**config.mk**
```make
export PLATFORM = sky130hd
export DESIGN_NAME = ppg_timer
export DESIGN_NICKNAME = d
export VERILOG_FILES = /design/src/rtl/ppg_timer.sv
export SDC_FILE = /design/constraint.sdc
export NUM_CORES = 1
export LEC_CHECK = 0
export BUFFER_PORTS_ARGS = -buffer_cell sky130_fd_sc_hd__buf_2
export CAP_MARGIN = 10
export CORE_UTILIZATION = 45
export CTS_CLUSTER_SIZE = 24
export DETAILED_ROUTE_END_ITERATION = 8
export PLACE_DENSITY = 0.75
export SETUP_SLACK_MARGIN = 0.3
export SLEW_MARGIN = 20
export SYNTH_ARGS = -nofsm -noshare
export SYNTH_HDL_FRONTEND = slang
export SYNTH_SLANG_ARGS = --single-unit
```
**constraint.sdc**
```tcl
create_clock -name clk -period 4.7 [get_ports clk]
set_clock_uncertainty 0.05 [all_clocks]
set_input_delay 0.235 -clock clk [delete_from_list [all_inputs] [get_ports clk]]
set_output_delay 0.235 -clock clk [all_outputs]
set_load 0.02 [all_outputs]
```
**src/rtl/ppg_timer.sv**
```systemverilog
module ppg_timer #(
  parameter int W = 16
) (
  input  logic         clk,
  input  logic         rst_n,
  input  logic         cnt_en,
  input  logic         run,
  input  logic         wr_period,
  input  logic         wr_duty,
  input  logic [W-1:0] wr_data,
  input  logic         lvl_set,
  input  logic         lvl_clr,
  input  logic         out_en,
  output logic [W-1:0] count,
  output logic         pulse_out,
  output logic         irq_period,
  output logic         irq_duty
);
  localparam logic [W-1:0] PERIOD_RST = '1;
  localparam logic [W-1:0] DUTY_RST   = {1'b1, {(W-1){1'b0}}};

  logic [W-1:0] cnt_q, period_q, duty_q;
  logic         lvl_q, ff_q;

  wire step    = run & cnt_en;
  wire hit_p   = step & (cnt_q == period_q);
  wire hit_d   = step & (cnt_q == duty_q);
  wire lvl_nxt = run ? lvl_q : (lvl_set | (lvl_q & ~lvl_clr));

  always_ff @(posedge clk or negedge rst_n) begin
    if (!rst_n) begin
      cnt_q      <= '0;
      period_q   <= PERIOD_RST;
      duty_q     <= DUTY_RST;
      lvl_q      <= 1'b0;
      ff_q       <= 1'b0;
      irq_period <= 1'b0;
      irq_duty   <= 1'b0;
    end else begin
      if (wr_period) period_q <= wr_data;
      if (wr_duty)   duty_q   <= wr_data;
      lvl_q <= lvl_nxt;
      if (!run)       cnt_q <= '0;
      else if (hit_p) cnt_q <= '0;
      else if (step)  cnt_q <= cnt_q + 1'b1;
      ff_q       <= run ? (ff_q ^ hit_p ^ hit_d) : lvl_nxt;
      irq_period <= hit_p;
      irq_duty   <= hit_d;
    end
  end

  assign count     = cnt_q;
  assign pulse_out = out_en & ff_q;
endmodule


```
==> summary.md <==
| Metric | Value |
|---|---|
| Avg Synthesized Cell Area | `12.0 sq um` |
| Post-synth ARST share | `100%` |
| #FFs+latches synth | `52` |
| DP Area | `0.00287 sq mm` |
| Nets | `282` |
| Fin. max-slew vios | `0` |
| Ports | `44` |
| Synth top cells by count | `dfrtp_1 (35), mux2_2 (33), xnor2_1 (26), o21ai_0 (18), dfstp_2 (17)` |
| Crit start category | `flip-flop` |
| DRC violations left | `0` |
| Vias/cell | `5.38` |
| Site row count | `27` |
| CTS sink cnt | `52` |
| ANT cells | `0` |
| Final setup TNS | `0 ns` |
| DR iter-0 viols | `71` |
| Critical-path maximum fanout | `24` |
| Synth top area share | `32.8%` |
| Fin area | `0.00298 sq mm` |
| Largest net degree at the start of global routing | `53` |
| Primary FF master, synth | `dfrtp_1` |
| Cell count after synthesis | `223` |
| Final Util | `53.1%` |
| Max-cap violation count | `0` |
| Seq pwr share | `55.2%` |
| Grt ovf | `0` |
| Die area | `0.00624 sq mm` |
| Actual slew at the worst max-slew pin | `0.783 ns` |
| H-tree Lvls | `2` |
| Relative slew slack | `47.6%` |
| Count leader, synth | `dfrtp_1` |
| Setup repair bufs after CTS | `0` |
| Status | `finished, violations left` |
| PwrDens | `314 mW/mm^2` |
| Core area | `0.00561 sq mm` |
| Critical path data arrival time | `2.53 ns` |
| GP Congestion | `0.789` |
| Yosys Warn Count | `0` |
| Crit path time final | `2.38 ns` |
| Reg2Reg Depth | `6` |
| Wirelength, routed | `5270 um` |
| Power share of the combinational group | `12.0%` |
| Post-synth top area cell | `dfrtp_1` |
| CTS hold repair buffers | `0` |
| LEAKAGE | `0.00133 uW` |
| Final Hold Fails | `35` |
| Hold Crit Class | `in2async` |
| Worst r2r src | `count[3]$_DFFE_PN0P_` |
| Post-synth EDFFs | `0` |
| Violated checks | `hold timing` |
| Vias in the first global route | `1735` |
| RSZ-0062 raised after global routing | `no` |
| Clock-pin slew on the worst setup and hold paths | `0.09 ns` |
| Sequential share of the synthesized area | `49.6%` |
| GRT Overall Usage | `18.5%` |
| First-pass GRT wire length | `8650 um` |
| HPWL after DPL | `3930 um` |
| Max Clk Rate | `0.421 GHz` |
| Starting Density | `47.6%` |
| Clock latency on the worst-skew pair | `0.31 ns` |
| Die H | `79.0 um` |
| Clock buffer count from CTS | `5` |
| Critical path class | `reg2reg` |
| Main area contributors after synthesis | `dfrtp_1 (33%), dfstp_2 (17%), mux2_2 (14%)` |
| Data required time of the worst path | `4.86 ns` |
| NetSw | `227 uW` |
| Internal Power | `708 uW` |
| Crit. End Element | `flip-flop` |
| CTS max path bufs | `2` |
| WL/cell | `16.0 um` |
| Layout area overhead | `11.5%` |
| Fraction of layout cells with a size suffix above 1 | `42.4%` |
| Peak VDD IR | `0.000155 V` |
| Initial antenna violation count | `0` |
| Antenna-violating nets left | `0` |
| Clock power share | `32.9%` |
| Fin crit share | `50.6%` |
| Clock root buffer | `clkbuf_8` |
| Net count after synthesis | `249` |
| Setup violators final | `0` |
| Worst setup path startpoint | `count[3]$_DFFE_PN0P_` |
| Cts repair resizes | `0` |
| Synth unique cells | `36` |
| Synth Cell Area | `0.00267 sq mm` |
| Die Wd | `79.0 um` |
| Switch share | `24.3%` |
| First-pass iteration count of the detailed router | `5` |
| PortBufs | `43` |
| DR vias | `1770` |
| Hold slack | `-0.0268 ns` |
| CTS tree | `done` |
[logic make-up (layout without fill, tap and decap cells)]
| kind of cell | Yosys count | after routing | share of synthesized area (%) |
|---|---|---|---|
| adders and majority gates | 1 | 1 | 0.469 |
| DFF | 52 | 52 | 49.6 |
| and+or+nand+nor | 50 | 50 | 11.7 |
| buffers and inverters | 21 | 55 | 4.64 |
| muxes | 33 | 33 | 13.9 |
| xor gates and xnor gates | 39 | 39 | 13.9 |
| AOI/OAI and AO/OA | 27 | 27 | 5.86 |
[sequential cells by signal (all words and copies together), names as in the netlist]
register	cells
irq_period	1
lvl_q	1
ff_q	1
irq_duty	1
duty_q	16
count	16
period_q	16
[area by class of cell]
| type | instances | area (sq um) |
|---|---|---|
| fill | 510 | 2630 |
| sequential | 52 | 1320 |
| multi-input combinational | 150 | 1220 |
| timing repair buffer | 44 | 223 |
| tap | 72 | 90.1 |
| clock buffer | 6 | 72.6 |
| clock inverter | 2 | 35.0 |
| inverter | 3 | 11.3 |
[final timing paths]
check,to,slack (ns)
worst max-delay path,count[3]$_DFFE_PN0P_,2.32
worst max register to register,count[3]$_DFFE_PN0P_,2.32
max in group asynchronous,duty_q[2]$_DFFE_PN0P_,4.19
worst min register to register,lvl_q$_DFF_PN0_,0.49
worst min-delay path,count[14]$_DFFE_PN0P_,-0.03
min in group clk,duty_q[1]$_DFFE_PN0P_,0.11
[routing by layer]
| layer | up-vias | part of all wire [%] | GRT usage [%] |
|---|---|---|---|
| met5 | - | 0 | 0 |
| met4 | 0 | 2.0 | 7.64 |
| met3 | 8 | 4.6 | 4.48 |
| met2 | 40 | 46 | 27.8 |
| met1 | 889 | 48 | 25.6 |
| li1 | 833 | - | - |
[power by group through the flow]
stage | Sequential (uW) | Clock, uW | Combinational (uW)
floorplan | 518 | 0 | 78.3
global placement | 523 | 0 | 111
detailed placement | 524 | 0 | 114
CTS | 516 | 313 | 114
global route | 520 | 328 | 123
finish | 516 | 307 | 112
[layout by cell type, fill, tap and decap left out, types with 2 or more instances in the layout]
master | Yosys | layout
xnor2_2 | 2 | 2
xnor2_1 | 26 | 26
and3_2 | 2 | 2
nand2_1 | 9 | 9
xor2_1 | 10 | 10
dfrtp_1 | 35 | 35
clkbuf_8 | 0 | 5
mux2_2 | 33 | 33
nand3_1 | 8 | 8
nor4_1 | 2 | 2
buf_2 | 5 | 43
nor2_1 | 2 | 2
inv_1 | 3 | 3
nor3b_1 | 6 | 6
o21ai_0 | 18 | 18
dfstp_2 | 17 | 17
and3_1 | 5 | 5
nand4_1 | 8 | 8
a21o_1 | 6 | 6
[stage by stage]
step           std cells  total power (uW)  setup slack (ns)
5_1_grt              329               971              2.08
3_3_place_gp         321               633              2.38
6_report             329               935              2.32
2_1_floorplan        223               596              2.74
3_5_place_dp         321               638              2.33
4_1_cts              329               944              2.32
[critical path, stage by stage, from the launching register on]
cell and delay (ns):
dfrtp_1 0.49, xnor2_1 0.20, nand4_1 0.13, nor4_2 0.31, nand3b_1 0.62, o21ai_0 0.18, mux2_2 0.29
Note: power is estimated with default switching activity, not from simulation.
